--- src/rtl/tu_pkg.sv ---
package tu_pkg;
  localparam int SIZE_W = 6;
  localparam int VCNT_W = SIZE_W + 1;
  localparam int DLY_W  = 16;
  localparam int REP_W  = 4;
  localparam int WORD_W = 32;

  // field positions that the configuration words carry
  localparam int DLY_LSB   = 16;
  localparam int LOV_LSB   = 1;
  localparam int UREP_LSB  = 16;
  localparam int LREP_LSB  = 20;

  localparam int FB_SIZE_M1 = 31;
  localparam int FB_VALID   = 32;

  typedef struct packed {
    logic [SIZE_W-1:0] size_m1;
    logic [VCNT_W-1:0] up_v;
    logic [VCNT_W-1:0] lo_v;
    logic [DLY_W-1:0]  dly;
    logic              dith_en;
    logic [REP_W-1:0]  up_rep;
    logic [REP_W-1:0]  lo_rep;
  } tu_cfg_t;

  typedef enum logic [1:0] {
    LT_IDLE = 2'd0,
    LT_WAIT = 2'd1,
    LT_RUN  = 2'd2
  } lt_state_e;
endpackage

--- src/rtl/tu_cfg_snap.sv ---
module tu_cfg_snap
  import tu_pkg::*;
(
  input  logic              clk,
  input  logic              rst_n,
  input  logic              line_start,
  input  logic              use_fallback,
  input  logic [SIZE_W-1:0] size_m1_in,
  input  logic [WORD_W-1:0] word0,
  input  logic [WORD_W-1:0] word1,
  output tu_cfg_t           cfg_q
);
  tu_cfg_t cfg_d;
  logic    unused_bits;

  assign unused_bits = ^{word0[DLY_LSB-1:VCNT_W], word1[UREP_LSB-1:LOV_LSB+VCNT_W],
                         word1[WORD_W-1:LREP_LSB+REP_W]};

  always_comb begin
    if (use_fallback) begin
      cfg_d.size_m1 = SIZE_W'(FB_SIZE_M1);
      cfg_d.up_v    = VCNT_W'(FB_VALID);
      cfg_d.lo_v    = VCNT_W'(FB_VALID);
      cfg_d.dly     = '0;
      cfg_d.dith_en = 1'b0;
      cfg_d.up_rep  = REP_W'(1);
      cfg_d.lo_rep  = REP_W'(1);
    end else begin
      cfg_d.size_m1 = size_m1_in;
      cfg_d.up_v    = word0[VCNT_W-1:0];
      cfg_d.lo_v    = word1[LOV_LSB +: VCNT_W];
      cfg_d.dly     = word0[DLY_LSB +: DLY_W];
      cfg_d.dith_en = word1[0];
      cfg_d.up_rep  = word1[UREP_LSB +: REP_W];
      cfg_d.lo_rep  = word1[LREP_LSB +: REP_W];
    end
  end

  always_ff @(posedge clk or negedge rst_n) begin
    if (!rst_n)          cfg_q <= '0;
    else if (line_start) cfg_q <= cfg_d;
  end

  // the captured settings move only on a line start
  a_r8_cfg_hold: assert property (@(posedge clk) disable iff (!rst_n)
    !line_start |=> $stable(cfg_q));
endmodule

--- src/rtl/tu_line_timer.sv ---
module tu_line_timer
  import tu_pkg::*;
(
  input  logic             clk,
  input  logic             rst_n,
  input  logic             line_start,
  input  logic [DLY_W-1:0] dly,
  output logic             run
);
  lt_state_e        st_q, st_d;
  logic [DLY_W-1:0] cnt_q, cnt_d;

  always_comb begin
    st_d  = st_q;
    cnt_d = cnt_q;
    if (line_start) begin
      st_d  = LT_WAIT;
      cnt_d = '0;
    end else if (st_q == LT_WAIT) begin
      if (cnt_q == dly) st_d = LT_RUN;
      else              cnt_d = cnt_q + DLY_W'(1);
    end
  end

  always_ff @(posedge clk or negedge rst_n) begin
    if (!rst_n) begin
      st_q  <= LT_IDLE;
      cnt_q <= '0;
    end else begin
      st_q  <= st_d;
      cnt_q <= cnt_d;
    end
  end

  assign run = (st_q == LT_RUN);

  // the wait counter never passes the programmed delay
  a_r2_wait_bound: assert property (@(posedge clk) disable iff (!rst_n)
    (st_q == LT_WAIT) |-> (cnt_q <= dly));
  // running only begins from a wait that reached the delay
  a_r2_run_entry: assert property (@(posedge clk) disable iff (!rst_n)
    (st_q == LT_WAIT && cnt_q != dly && !line_start) |=> (st_q == LT_WAIT));
endmodule

--- src/rtl/tu_unit_seq.sv ---
module tu_unit_seq
  import tu_pkg::*;
(
  input  logic              clk,
  input  logic              rst_n,
  input  logic              line_start,
  input  logic              run,
  input  tu_cfg_t           cfg,
  output logic              slot_data
);
  logic [SIZE_W-1:0] pos_q, pos_d;
  logic              upper_q, upper_d;
  logic [REP_W-1:0]  rep_q, rep_d;
  logic [VCNT_W-1:0] cur_v;
  logic              unit_end;

  assign unit_end = run && (pos_q == cfg.size_m1);
  assign cur_v    = (cfg.dith_en && !upper_q) ? cfg.lo_v : cfg.up_v;

  always_comb begin
    pos_d   = pos_q;
    upper_d = upper_q;
    rep_d   = rep_q;
    if (line_start) begin
      pos_d   = '0;
      upper_d = 1'b1;
      rep_d   = REP_W'(1);
    end else if (unit_end) begin
      pos_d = '0;
      if (cfg.dith_en) begin
        if (rep_q == (upper_q ? cfg.up_rep : cfg.lo_rep)) begin
          upper_d = !upper_q;
          rep_d   = REP_W'(1);
        end else begin
          rep_d   = rep_q + REP_W'(1);
        end
      end
    end else if (run) begin
      pos_d = pos_q + SIZE_W'(1);
    end
  end

  always_ff @(posedge clk or negedge rst_n) begin
    if (!rst_n) begin
      pos_q   <= '0;
      upper_q <= 1'b1;
      rep_q   <= REP_W'(1);
    end else begin
      pos_q   <= pos_d;
      upper_q <= upper_d;
      rep_q   <= rep_d;
    end
  end

  assign slot_data = run && ({1'b0, pos_q} < cur_v);

  // slot position stays inside the unit
  a_r3_pos_bound: assert property (@(posedge clk) disable iff (!rst_n)
    pos_q <= cfg.size_m1);
  // the dither phase changes only at a unit boundary or a line start
  a_r5_phase_at_end: assert property (@(posedge clk) disable iff (!rst_n)
    (!line_start && !unit_end) |=> $stable(upper_q));
  // a line start returns the sequence to the upper phase, slot 0
  a_r10_restart: assert property (@(posedge clk) disable iff (!rst_n)
    line_start |=> (upper_q && pos_q == '0));
endmodule

--- src/rtl/tu_packer.sv ---
module tu_packer
  import tu_pkg::*;
#(
  parameter int         SYM_W    = 8,
  parameter logic [7:0] FILL_SYM = 8'h00
) (
  input  logic              clk,
  input  logic              rst_n,
  input  logic              line_start,
  input  logic              use_fallback,
  input  logic [SIZE_W-1:0] cfg_size_m1,
  input  logic [WORD_W-1:0] cfg_word0,
  input  logic [WORD_W-1:0] cfg_word1,
  input  logic [SYM_W-1:0]  in_data,
  input  logic              in_valid,
  output logic              in_ready,
  output logic [SYM_W-1:0]  out_sym,
  output logic              out_active,
  output logic              out_is_data,
  output logic              underflow
);
  localparam logic [SYM_W-1:0] FILL = SYM_W'(FILL_SYM);

  logic [1:0] rst_pipe_q;
  logic       rst_sync_n;
  tu_cfg_t    cfg_q;
  logic       run;
  logic       slot_data;
  logic       uflow_d, uflow_q;

  always_ff @(posedge clk or negedge rst_n) begin
    if (!rst_n) rst_pipe_q <= 2'b00;
    else        rst_pipe_q <= {rst_pipe_q[0], 1'b1};
  end
  assign rst_sync_n = rst_pipe_q[1];

  tu_cfg_snap u_cfg (
    .clk(clk), .rst_n(rst_sync_n), .line_start(line_start),
    .use_fallback(use_fallback), .size_m1_in(cfg_size_m1),
    .word0(cfg_word0), .word1(cfg_word1), .cfg_q(cfg_q)
  );

  tu_line_timer u_timer (
    .clk(clk), .rst_n(rst_sync_n), .line_start(line_start),
    .dly(cfg_q.dly), .run(run)
  );

  tu_unit_seq u_seq (
    .clk(clk), .rst_n(rst_sync_n), .line_start(line_start),
    .run(run), .cfg(cfg_q), .slot_data(slot_data)
  );

  assign in_ready    = slot_data;
  assign out_active  = run;
  assign out_is_data = slot_data && in_valid;
  assign out_sym     = out_is_data ? in_data : FILL;

  always_comb begin
    uflow_d = uflow_q;
    if (slot_data && !in_valid) uflow_d = 1'b1;
  end

  always_ff @(posedge clk or negedge rst_sync_n) begin
    if (!rst_sync_n) uflow_q <= 1'b0;
    else             uflow_q <= uflow_d;
  end
  assign underflow = uflow_q;

  // underflow never clears outside reset
  a_r9_sticky: assert property (@(posedge clk) disable iff (!rst_sync_n)
    underflow |=> underflow);
  // a starved data slot is reported on the next cycle
  a_r9_report: assert property (@(posedge clk) disable iff (!rst_sync_n)
    (in_ready && !in_valid) |=> underflow);
  // a slot without data shows the fill symbol
  a_r3_fill_sym: assert property (@(posedge clk) disable iff (!rst_sync_n)
    (out_active && !out_is_data) |-> (out_sym == FILL));
  // data is taken only while a slot is emitted
  a_r11_ready_in_slot: assert property (@(posedge clk) disable iff (!rst_sync_n)
    in_ready |-> out_active);
endmodule

--- config.mk ---
export PLATFORM = sky130hd
export DESIGN_NAME = tu_packer
export DESIGN_NICKNAME = d
export VERILOG_FILES = /design/src/rtl/tu_pkg.sv /design/src/rtl/tu_cfg_snap.sv /design/src/rtl/tu_line_timer.sv /design/src/rtl/tu_unit_seq.sv /design/src/rtl/tu_packer.sv
export SDC_FILE = /design/constraint.sdc
export NUM_CORES = 1
export LEC_CHECK = 0
export BUFFER_PORTS_ARGS = -buffer_cell sky130_fd_sc_hd__buf_4
export CAP_MARGIN = 20
export CELL_PAD_IN_SITES_DETAIL_PLACEMENT = 0
export CELL_PAD_IN_SITES_GLOBAL_PLACEMENT = 1
export CORE_AREA = 10 10 129 131
export CTS_BUF_LIST = sky130_fd_sc_hd__clkbuf_4
export DETAILED_ROUTE_END_ITERATION = 12
export DIE_AREA = 0 0 139 141
export PLACE_DENSITY = 0.65
export SLEW_MARGIN = 5
export SYNTH_ARGS = -nofsm -noshare
export SYNTH_HDL_FRONTEND = slang
export SYNTH_HIERARCHICAL = 1
export SYNTH_SLANG_ARGS = --single-unit
--- constraint.sdc ---
create_clock -name clk -period 3.6 [get_ports clk]
set_input_delay 0.72 -clock clk [delete_from_list [all_inputs] [get_ports clk]]
set_output_delay 0.72 -clock clk [all_outputs]
set_load 0.005 [all_outputs]
# Word level (Yosys, flattened, before mapping)
# Cells that the tools add are included.
[word_totals]
input_bits = 83
output_inout_bits = 12
wordCells = 62
ff_bits = 77
[op_classes]
muxes = 21
magnitude_cmp = 1
n_reduce_logical = 17
n_addsub = 3
eq_ne = 6
[ops]
columns = ["cell", "count"]
rows = [
  ["$mux 16", 3],
  ["$mux 45", 1],
  ["$mux 4", 5],
  ["$mux 6", 3],
  ["$add 16x1->16 const B", 1],
  ["$eq 16x16->1", 1],
  ["$reduce_bool 2->1", 5],
  ["$mux 8", 1],
  ["$lt 6x7->1", 1],
  ["$mux 7", 1],
  ["$add 6x1->6 const B", 1],
  ["$eq 6x6->1", 1],
  ["$mux 2", 3],
  ["$reduce_and 2->1", 3],
  ["$logic_and 1x1->1", 5],
  ["$add 4x1->4 const B", 1],
  ["$eq 4x4->1", 1],
  ["$mux 1", 4],
  ["$reduce_and 3->1", 1],
  ["$reduce_bool 3->1", 1],
  ["$eq 2x1->1 const B", 1],
  ["$eq 2x2->1 const B", 1],
  ["$logic_not 1->1", 2],
  ["$ne 2x2->1 const B", 1],
]

# Longest topological paths before layout
# Gate-level depths: netlist of run 1.
[logic_depth]
ltp_word = 7
ltp_mapped = 10
ltp_nobuf = 8

# Modules after synthesis
# Netlist of run 1, hierarchy kept.
[by_module_without_submodules]
columns = ["module", "cells_each", "area_each_um2", "n_inst"]
rows = [
  ["tu_cfg_snap", 194, 1913.1, 1],
  ["tu_line_timer", 126, 1133.6, 1],
  ["tu_unit_seq", 99, 934.6, 1],
  ["tu_packer", 15, 157.7, 1],
]

# Worst setup path after synthesis of run 1
# Ideal clock, no wire load.
[synth_path]
path_type = "reg-to-output"
startpoint = "register u_seq.upper_q"
endpoint = "output port out_sym[0]"
t_arrival_ns = 2.448
required_time_ns = 2.880
path_stages_with_launch = 11
slack_ns = 0.432
cell_sequence = "dfstp_2 > buf_6 > and2b_1 > buf_2 > mux2i_1 > ha_1 > a21o_1 > nand2_1 > nand3b_1 > o21ai_0 > and3_2"
[synth_between]
elab_chain_cells = 7
[synth_rtl]
columns = ["item", "line", "source"]
rows = [
  ["start: declaration", "tu_unit_seq.sv:12", "logic upper_q, upper_d;"],
  ["start signal: assignment", "tu_unit_seq.sv:50", "upper_q <= upper_d;"],
  ["$logic_not 1->1", "tu_unit_seq.sv:18", "assign cur_v = (cfg.dith_en && !upper_q) ? cfg.lo_v : cfg.up_v;"],
  ["$logic_and 1x1->1", "tu_unit_seq.sv:18", ""],
  ["$mux 7", "tu_unit_seq.sv:18", ""],
  ["$lt 6x7->1", "tu_unit_seq.sv:55", "assign slot_data = run && ({1'b0, pos_q} < cur_v);"],
  ["$logic_and 1x1->1", "tu_unit_seq.sv:55", ""],
  ["named net in_ready", "tu_packer.sv:16", "output logic in_ready,"],
  ["$logic_and 1x1->1", "tu_packer.sv:55", "assign out_is_data = slot_data && in_valid;"],
  ["$mux 8", "tu_packer.sv:56", "assign out_sym = out_is_data ? in_data : FILL;"],
  ["end: declaration", "tu_packer.sv:17", "output logic [SYM_W-1:0] out_sym,"],
]
# The timed path passes the listed nets, and every way through them passes these cells.

# Worst setup path after layout of run 1
[layout_path]
startpoint = "register u_seq.upper_q"
endpoint = "output port out_sym[7]"
[layout_between]
elab_chain_cells = 7
[layout_rtl]
columns = ["item", "line"]
rows = [
  ["$logic_not 1->1", "tu_unit_seq.sv:18"],
  ["$logic_and 1x1->1", "tu_unit_seq.sv:18"],
  ["$mux 7", "tu_unit_seq.sv:18"],
  ["$lt 6x7->1", "tu_unit_seq.sv:55"],
  ["$logic_and 1x1->1", "tu_unit_seq.sv:55"],
  ["$logic_and 1x1->1", "tu_packer.sv:55"],
  ["$mux 8", "tu_packer.sv:56"],
]
# No other way between the ends.

==> metrics, run 1 <==
FF-to-FF setup slack around 1.5 ns; total power between 1500 and 2000 uW; antenna violations before repair 0; Pre-Repair DR Iteration Count 4; Worst-Margin Slew 0.683 ns; Initial Util ~29%; Max-Cap Viols 0; pin count of the biggest net entering global routing around 70; CP max FO 11; Max Freq between 200 and 300 MHz; final design area excluding fillers around 4900 sq um; Vias about 3200; # setup viols final 0; Primary FF master, synth dfrtp_1; fin worst setup slack 0.192 ns; worst slack, placed 0.487 ns; fillers approximately 1500; hold slack between 0.3 and 0.4 ns; RePlAce Congestion approximately 0.77; row cnt 44; R2R depth 8; Num CTS Buffers 9; commonest non-fill, non-tap cell in the layout buf_4; die width approximately 140 microns; Post-synth EDFFs 0; Crit. End Element primary output; Post-Synthesis Cell Area a little over 4000 sq um; Initial DRC Count ~240; Fin. Hold Viols 0; Synth cell types 48; Overall Global Routing Usage ~9.9%; Antenna Nets Post-Route 0; WP data arrival about 2.7 ns; DRC 0; Hold/Removal Path Class reg2async; Max Clock Skew around 0.019 ns; post-synthesis sequential area ratio 46.6%; post-synthesis cell count 434; Slew headroom between 50 and 60%; outcome finished clean; ys async rst share between 90% and 100%; synthesized area per cell between 9 and 10 sq um; worst vdd ir around 140 uV; DIE AREA approximately 20000 sq um; fin nets 591; Tmin final about 3.4 ns; Final HPWL DP around 6800 microns; num ports between 90 and 100; clk sinks 77; final wirelength about 9800 microns; buffers added on ports between 60 and 70; Clock transition at path regs between 0.1 and 0.15 ns; clock root cell clkbuf_4; DR vias/cell between 4 and 5; Setup crit start u_seq/upper_q; n_diodes 0; global route overflow 0; PwrDens approximately 330 nW/um^2; Req. time, crit path between 2 and 3 ns; CTS H-tree lvls 3; Leakage ~0.0021 uW; most used cell, CP buf_4; R2R Path Start u_seq/upper_q; Syn-to-layout area delta 19.2%; fin. max-slew vios 0; number of global-route vias before repair around 3300; clk_lat worst skew 0.45 ns; most frequent cells in the layout buf_4 (76), dfrtp_1 (74), o21ai_0 (46); max incr delay on CP approximately 0.56 ns; CTS tree built; Yosys reg bits 77; share of layout cells above drive strength 1 approximately 23%; worst-path cell chain and2b_2, mux2i_1, ha_1, a21o_1, nand2_1, nand3b_1, o21ai_0, buf_4, and3_2, buf_4; global-route wire length before repair around 16000 microns; clock tree buffer depth 2; crit path launch type register; Tcrit/Tclk final a little over nine tenths; Syn Nets roughly 530; post-layout util a little over a third; crit path max-delay cell type dfstp_2; Die Ht ~140 microns; core area approximately 14000 sq um; placed cell area roughly 4800 sq um; DR WL/cell about 14 microns; synth warn 6; WS Path Type reg2out
==> synth_stat cells, drive strengths merged (2+ instances only) <==
cell type	count	share of area, %
xor2	7	1.5
and3	10	1.8
nand3b	38	6.9
nor2	35	3.2
dfrtp	75	45
buf	16	2.8
nand3	9	1.1
o2bb2ai	3	0.63
or4	4	0.73
xnor2	23	4.9
dfstp	2	1.3
nor4	2	0.45
o31ai	4	0.73
nor2b	5	0.76
clkbuf	7	0.73
or3	8	1.2
nor3	4	0.60
nand2b	6	0.91
nand4	8	1.2
nand2	15	1.4
o21ai	49	5.9
mux2	4	1.1
ha	8	2.4
a21oi	24	2.9
a21o	3	0.54
mux2i	11	2.7
o2111ai	3	0.63
and2	2	0.33
inv	39	3.5
==> final timing paths <==
kind	end
setup / recovery	out_sym[7]
hold / removal	u_cfg/cfg_q[28]
setup reg to reg	underflow
hold reg to reg	u_cfg/cfg_q[28]
max in group asynchronous	u_seq/pos_q[3]
min in group clk	rst_pipe_q[1]
==> per-layer routing <==
| layer | track usage, % | wire [microns] | vias to the layer above |
|---|---|---|---|
| met3 | 3.19 | 467 | 13 |
| met5 | 0 | 0 | - |
| met4 | 4.28 | 167 | 0 |
| li1 | - | - | 1632 |
| met2 | 16.1 | 4660 | 61 |
| met1 | 11.8 | 4470 | 1527 |
==> state kept, by name, summed over array words and instances (netlist names) <==
register / count
u_timer/st_q: 2
u_seq/upper_q: 1
rst_pipe_q: 2
u_seq/rep_q: 4
u_cfg/cfg_q: 45
u_timer/cnt_q: 16
u_seq/pos_q: 6
underflow: 1
==> stage by stage <==
stage	setup TNS [ns]	cells
after floorplan	0	434
after global placement	0	670
after detailed placement	0	670
after CTS	0	687
after global routing	-0.0000335	689
final	0	689
==> worst max-delay path: cells and delay by family, from the launching register on <==
family	cells	cell delay [ns]
AO/OA/AOI/OAI	2	0.31
adder cells (fa/ha/maj)	1	0.30
buffers and inverters	2	0.28
flip-flops	1	0.56
multiplexers	1	0.15
AND/OR/NAND/NOR	4	0.62
==> cells by family after synthesis <==
group | count (synthesis) | synth area share [%]
other cells | 1 | 0.0906
buf+inv | 62 | 7.01
xor+xnor | 30 | 6.35
flops | 77 | 46.6
fa+ha+maj | 8 | 2.42
mux | 15 | 3.75
simple gates | 149 | 21.0
compound gates | 92 | 12.7
==> power breakdown <==
group	switching (uW)	total, uW	internal, uW
registers	40.3	952	912
logic	104	213	109
clock network	301	460	158
==> area by class of cell <==
cell class                      instances  area, sq um  share of cell area, %
Sequential cell                        77         1930                   39.1
Inverter                               39          146                   2.97
Tap cell                              184          230                   4.67
Clock buffer                           12         90.1                   1.83
Timing Repair Buffer                   78          601                   12.2
Multi-Input combinational cell        295         1920                   38.9
Clock inverter                          4         16.3                  0.330
==> repair_timing <==
item | 4_1_cts | 5_1_grt
gates resized for setup | 1 | 0
hold buffers | 1 | 0
setup endpoints to repair | 9 | 9
buffers inserted | 0 | 2
endpoints found under the hold margin | 2 | 0
Note: power is estimated with default switching activity, not from simulation.
==> run 2, diff against run 1 <==
- PLACE_DENSITY: 0.65 -> 0.67
- clock period: 3.6 -> 3.1 ns (I/O delays scaled with it)
==> run 2 against run 1 <==
Compared with the run above:
- sequential cell count did not move
- non-clock buffer count rose by 4
- combinational power is 20% higher
- largest power group unchanged
- power rose by 21%
- critical path depth unchanged
- die area is the same
- core utilization up 0.45 points
- cell count is 0.73% higher
- clock skew grew 0.0069 ns
- the run now ends with negative setup slack left
- sequential power up 16%
- clock power up 33%
- critical endpoint is now out_sym[4]
- highest routed layer unchanged
==> metrics, run 2 (synthesis results as in run 1) <==
clk sinks 77 (unchanged); most used cell, CP buf_4; num ports 95 (unchanged); Slew headroom 35.2% (-19 points); share of layout cells above drive strength 1 24.0% (+1.4 points); Vias 3205 (-0.87%); Overall Global Routing Usage 10.4% (+0.45 points); global route overflow 0 (unchanged); WP data arrival 2.53 ns (-0.16 ns); number of global-route vias before repair 3458 (+3.9%); commonest non-fill, non-tap cell in the layout buf_4; Req. time, crit path 2.48 ns (-0.40 ns); CTS H-tree lvls 3 (unchanged); global-route wire length before repair 17000 microns (+4.7%); Tcrit/Tclk final 102%; Antenna Nets Post-Route 0 (unchanged); CTS tree built; Tmin final between 3 and 4 ns; Max Clock Skew 0.0257 ns (+0.00689 ns); part of the power in registers 55.9% (-2.7 points); Clock transition at path regs 0.14 ns (about the same); Syn-to-layout area delta 20.8%; DR WL/cell 14.3 microns (+1.1%); Worst-Margin Slew 0.973 ns (+0.290 ns); failing checks negative setup slack; hold slack 0.373 ns (+0.0697 ns); Hold/Removal Path Class reg2reg; placed cell area 4810 sq um (+0.21%); RSZ-0062 raised after global routing true; DIE AREA 19600 sq um (unchanged); Initial Util 29.1% (unchanged); fillers 1501 (-1.1%); core area 14200 sq um (unchanged); Die Ht 141 microns (unchanged); die width 139 microns (unchanged); antenna violations before repair 1 (+1); switching pwr 521 uW (+17%); DR vias/cell 4.62 (-1.6%); largest registers u_cfg/cfg_q: 45 flops, u_timer/cnt_q: 16 flops, u_seq/pos_q: 6 flops; WS Path Type reg2out; CP max FO 7 (-4); Max-Cap Viols 0 (unchanged); Max Freq 317 MHz; Clock power frac 31.2% (+2.9 points); PwrDens 393 nW/um^2 (+20%); Fin Setup TNS -0.345 ns (-0.345 ns); row cnt 44 (unchanged); fin worst setup slack -0.0505 ns (-0.243 ns); crit path max-delay cell type dfstp_2; FF-to-FF setup slack 1.01 ns (-0.45 ns); Initial DRC Count 225 (-5.5%); max incr delay on CP 0.55 ns (about the same); total power 1970 uW (+21%); clock tree buffer depth 2 (unchanged); fin. max-slew vios 0 (unchanged); Crit. End Element primary output; worst-path cell chain and2b_4, mux2i_1, ha_1, a21o_1, nand2_1, nand3b_1, o21ai_2, buf_4, and3_2, buf_4; DRC 0 (unchanged); outcome complete, but fails checks; Leakage 0.00215 uW (+1.6%); Num CTS Buffers 9 (unchanged); worst vdd ir 177 uV (+28%); clock root cell clkbuf_4; Switching Share 26.5% (-0.94 points); buffers added on ports 69 (unchanged); Int Pwr 1450 uW (+23%); Final HPWL DP 6930 microns (+1.7%); Fin. Hold Viols 0 (unchanged); Comb power frac 13.0% (about the same); RePlAce Congestion 0.783 (+1.9%); Largest Register u_cfg/cfg_q; Largest register FFs 45 (unchanged); final wirelength 9940 microns (+1.8%); # setup viols final 9 (+9); Pre-Repair DR Iteration Count 4 (unchanged); crit path launch type register; fin nets 595 (+0.68%); pin count of the biggest net entering global routing 76 (+5.6%); final design area excluding fillers 5000 sq um (+1.3%); clk_lat worst skew 0.45 ns (about the same); most frequent cells in the layout buf_4 (77), dfrtp_1 (74), o21ai_0 (45)
run 2: worst paths after layout:
check | startpoint | to | cells after the start
hold / removal | rst_pipe_q[0] | rst_pipe_q[1] | 0
max in group asynchronous | rst_pipe_q[1] | u_cfg/cfg_q[7] | 1
hold reg to reg | rst_pipe_q[0] | rst_pipe_q[1] | 0
setup / recovery | u_seq/upper_q | out_sym[4] | 10
min in group asynchronous | rst_n | rst_pipe_q[1] | 2
setup reg to reg | u_seq/upper_q | underflow | 9
run 2: layer usage:
| layer | GRT usage [%] | routed length (microns) | vias up |
|---|---|---|---|
| met1 | 12.7 | 4620 | 1507 |
| met4 | 2.69 | 73 | 0 |
| li1 | - | - | 1635 |
| met3 | 3.66 | 539 | 6 |
| met2 | 17.0 | 4710 | 57 |
| met5 | 0 | 0 | - |
run 2: repair_timing:
| item | 4_1_cts | 5_1_grt |
|---|---|---|
| resized for setup | 9 | 0 |
| endpoints found under the setup margin | 10 | 10 |
| buffers inserted | 1 | 1 |
| hold endpoints to repair | 2 | 0 |
| cloned | 1 | 0 |
| pin swaps | 2 | 0 |
| hold buffers | 1 | 0 |
run 2: area by class of cell:
type	instances	area [sq um]	area share, %
Clock buffer	11	82.6	1.65
Multi-Input combinational cell	295	1930	38.5
Timing Repair Buffer	82	627	12.5
Antenna cell	1	2.50	0.0501
Inverter	39	146	2.93
Sequential cell	77	1930	38.6
Clock inverter	5	52.6	1.05
Tap cell	184	230	4.61
run 2: worst max-delay path: cells and delay by family, from the launching register on:
kind                     cells  cell delay (ns)
adder cells (fa/ha/maj)      1             0.30
buffers and inverters        2             0.27
multiplexers                 1             0.13
AND/OR/NAND/NOR              4             0.55
flip-flops                   1             0.55
AO/OA/AOI/OAI                2             0.32
run 2: power by group through the flow:
stage	registers (uW)	clock network, uW	logic [uW]
floorplan	1120	0	150
global placement	1120	0	253
detailed placement	1120	0	260
CTS	1100	652	261
global route	1110	696	295
finish	1100	613	255
run 2: per-stage QoR:
stage	utilization [%]	worst slack, ns	std cells
floorplan	-	0.0320	434
global placement	33.9	0.193	673
detailed placement	33.9	0.228	673
CTS	35.1	-0.127	692
global route	35.2	-0.267	694
finish	35.2	-0.0505	694
==> run 3, diff against run 2 <==
- CORE_AREA: 10 10 129 131 -> 2 2 121 123
- DIE_AREA: 0 0 139 141 -> 0 0 123 125
- PLACE_DENSITY: 0.67 -> 0.74
==> run 3 against run 2 <==
Compared with the run above:
- the flow still finishes with violations (negative setup slack)
- maximum frequency shrank 0.52%
- via count is 1.6% higher
- first-iteration DRC count fell by 40%
- worst hold slack gained 0.00069 ns
- count of clock-buffer cells in the layout is 1 lower
- die area fell by 22%
- critical path depth is the same
- sequential cell count did not move
- wire length down 9.3%
- critical endpoint is now out_sym[3]
==> metrics, run 3 (synthesis results as in run 1) <==
outcome complete, but fails checks; failing checks negative setup slack; Largest register FFs 45 (unchanged); Initial DRC Count 135 (-40%); DRC 0 (unchanged); most frequent cells in the layout buf_4 (77), dfrtp_1 (74), o21ai_0 (45); worst-path cell chain and2b_4, mux2i_1, ha_1, a21o_1, nand2_1, nand3b_1, o21ai_2, buf_2, and3_2, buf_4; worst vdd ir 181 uV (+2.3%); Worst-Margin Slew 0.871 ns (-0.102 ns); clk_lat worst skew 0.42 ns (-0.03 ns); Initial Util 29.1% (unchanged); Overall Global Routing Usage 12.1% (+1.7 points); Tmin final 3.17 ns (+0.0164 ns); register area 1930 sq um (unchanged); RSZ-0062 raised after global routing true; CP max FO 7 (unchanged); WP data arrival 2.55 ns (+0.02 ns); antenna violations before repair 0 (-1); placed cell area 4820 sq um (+0.10%); Slew headroom 42.0% (+6.8 points); Num CTS Buffers 9 (unchanged); Largest Register u_cfg/cfg_q; Worst R2R End underflow; hold slack 0.374 ns (+0.000691 ns); RePlAce Congestion 0.773 (-1.3%); final design area excluding fillers 5010 sq um (+0.25%); Die Ht 125 microns (-11%); Max Clock Skew 0.0133 ns (-0.0124 ns); R2R Path Start u_seq/upper_q; largest registers u_cfg/cfg_q: 45 flops, u_timer/cnt_q: 16 flops, u_seq/pos_q: 6 flops; max incr delay on CP 0.55 ns (about the same); Comb power frac 12.6% (-0.4 points); PwrDens 389 nW/um^2 (-1.0%); num ports 95 (unchanged); Fin. Hold Viols 0 (unchanged); Hold/Removal Path Class reg2reg; post-layout util 35.3% (+0.088 points); Max-Cap Viols 0 (unchanged); Top delay family on crit path flip-flops; Setup crit start u_seq/upper_q; Crit. End Element primary output; global-route wire length before repair 15100 microns (-11%); fillers 1473 (-1.9%); critical path depth 10 (unchanged); CTS H-tree lvls 3 (unchanged); clock root cell clkbuf_4; Leakage 0.00216 uW (+0.22%); part of the power in registers 56.7% (+0.8 points); Vias 3255 (+1.6%); DR WL/cell 13.0 microns (-9.3%); Antenna Nets Post-Route 0 (unchanged); Tcrit/Tclk final 102% (+0.53 points); switching pwr 518 uW (-0.58%); DR vias/cell 4.69 (+1.6%); fin. max-slew vios 0 (unchanged); Min-Delay Path Depth 0 (unchanged); area of the multi-input gates 1930 sq um (unchanged); CTS tree built; DIE AREA 15400 sq um (-22%); Final HPWL DP 6260 microns (-9.6%); core area 14200 sq um (unchanged); pin count of the biggest net entering global routing 49 (-36%); crit path launch type register; fin nets 596 (+0.17%); beginning of the worst hold path rst_pipe_q[0]; Clock transition at path regs 0.13 ns (about the same); Critical Path End out_sym[3]; total power 1950 uW (-0.76%); share of layout cells above drive strength 1 23.7% (-0.24 points); clock tree buffer depth 2 (unchanged); buffers added on ports 69 (unchanged); FF-to-FF setup slack 0.75 ns (-0.26 ns); Syn-to-layout area delta 21.1%; crit path max-delay cell type dfstp_2; Max Freq 316 MHz (-0.52%); Pre-Repair DR Iteration Count 4 (unchanged); Switching Share 26.6% (+0.048 points); final wirelength 9010 microns (-9.3%); fin worst setup slack -0.0669 ns (-0.0164 ns); n_diodes 0 (-1); global route overflow 0 (unchanged); Req. time, crit path 2.48 ns (about the same); row cnt 44 (unchanged); # setup viols final 9 (unchanged); CP Buf/Inv Count 2 (unchanged); clk sinks 77 (unchanged); die width 123 microns (-12%); R2R depth 11 (+2); Clock power frac 30.7% (-0.5 points); WS Path Type reg2out; Int Pwr 1430 uW (-0.82%); number of global-route vias before repair 3278 (-5.2%); commonest non-fill, non-tap cell in the layout buf_4
run 3: cell types whose count changed in the layout (fill, tap and decap cells not counted), sizes merged:
cell and delta:
buf +1, clkbuf -1, clkinv +1, diode -1
run 3: how the worst min path moves through the flow:
stage	end	slack, ns
after floorplan	rst_pipe_q[0]	0.32
after global placement	rst_pipe_q[1]	0.34
after detailed placement	rst_pipe_q[1]	0.35
after CTS	rst_pipe_q[1]	0.38
after global routing	rst_pipe_q[1]	0.38
final	rst_pipe_q[1]	0.37
run 3: what timing repair did:
item / CTS / global route
endpoints found under the hold margin: 2 / 0
hold buffers: 1 / 0
setup endpoints to repair: 10 / 10
gates resized for setup: 9 / 0
cloned: 1 / 0
buffers inserted: 3 / 1
run 3: layout make-up:
cell class                 count  share of cell area [%]
clock buffer                  10                    1.50
clock inverter                 6                    1.10
inverter                      39                    2.92
multi-input combinational    295                    38.5
sequential                    77                    38.5
tap                          184                    4.59
timing repair buffer          83                    12.9
run 3: routing by layer:
| layer | GRT usage, % | up-vias | share of wire [%] |
|---|---|---|---|
| li1 | - | 1630 | - |
| met1 | 15.2 | 1543 | 45 |
| met2 | 20.3 | 69 | 49 |
| met3 | 2.69 | 13 | 4.0 |
| met4 | 4.61 | 0 | 1.8 |
| met5 | 0 | - | 0 |
run 3: per-stage QoR:
step	cells	setup TNS [ns]	setup slack [ns]
after floorplan	434	0	0.0320
after global placement	672	0	0.235
after detailed placement	672	0	0.206
after CTS	693	-0.910	-0.109
after global routing	694	-2.16	-0.247
final	694	-0.506	-0.0669
run 3: power by group through the flow:
stage | Combinational [uW] | Clock [uW] | Sequential (uW)
after global routing | 280 | 668 | 1120
after CTS | 251 | 625 | 1110
after floorplan | 150 | 0 | 1120
final | 246 | 599 | 1110
after global placement | 243 | 0 | 1130
after detailed placement | 249 | 0 | 1130
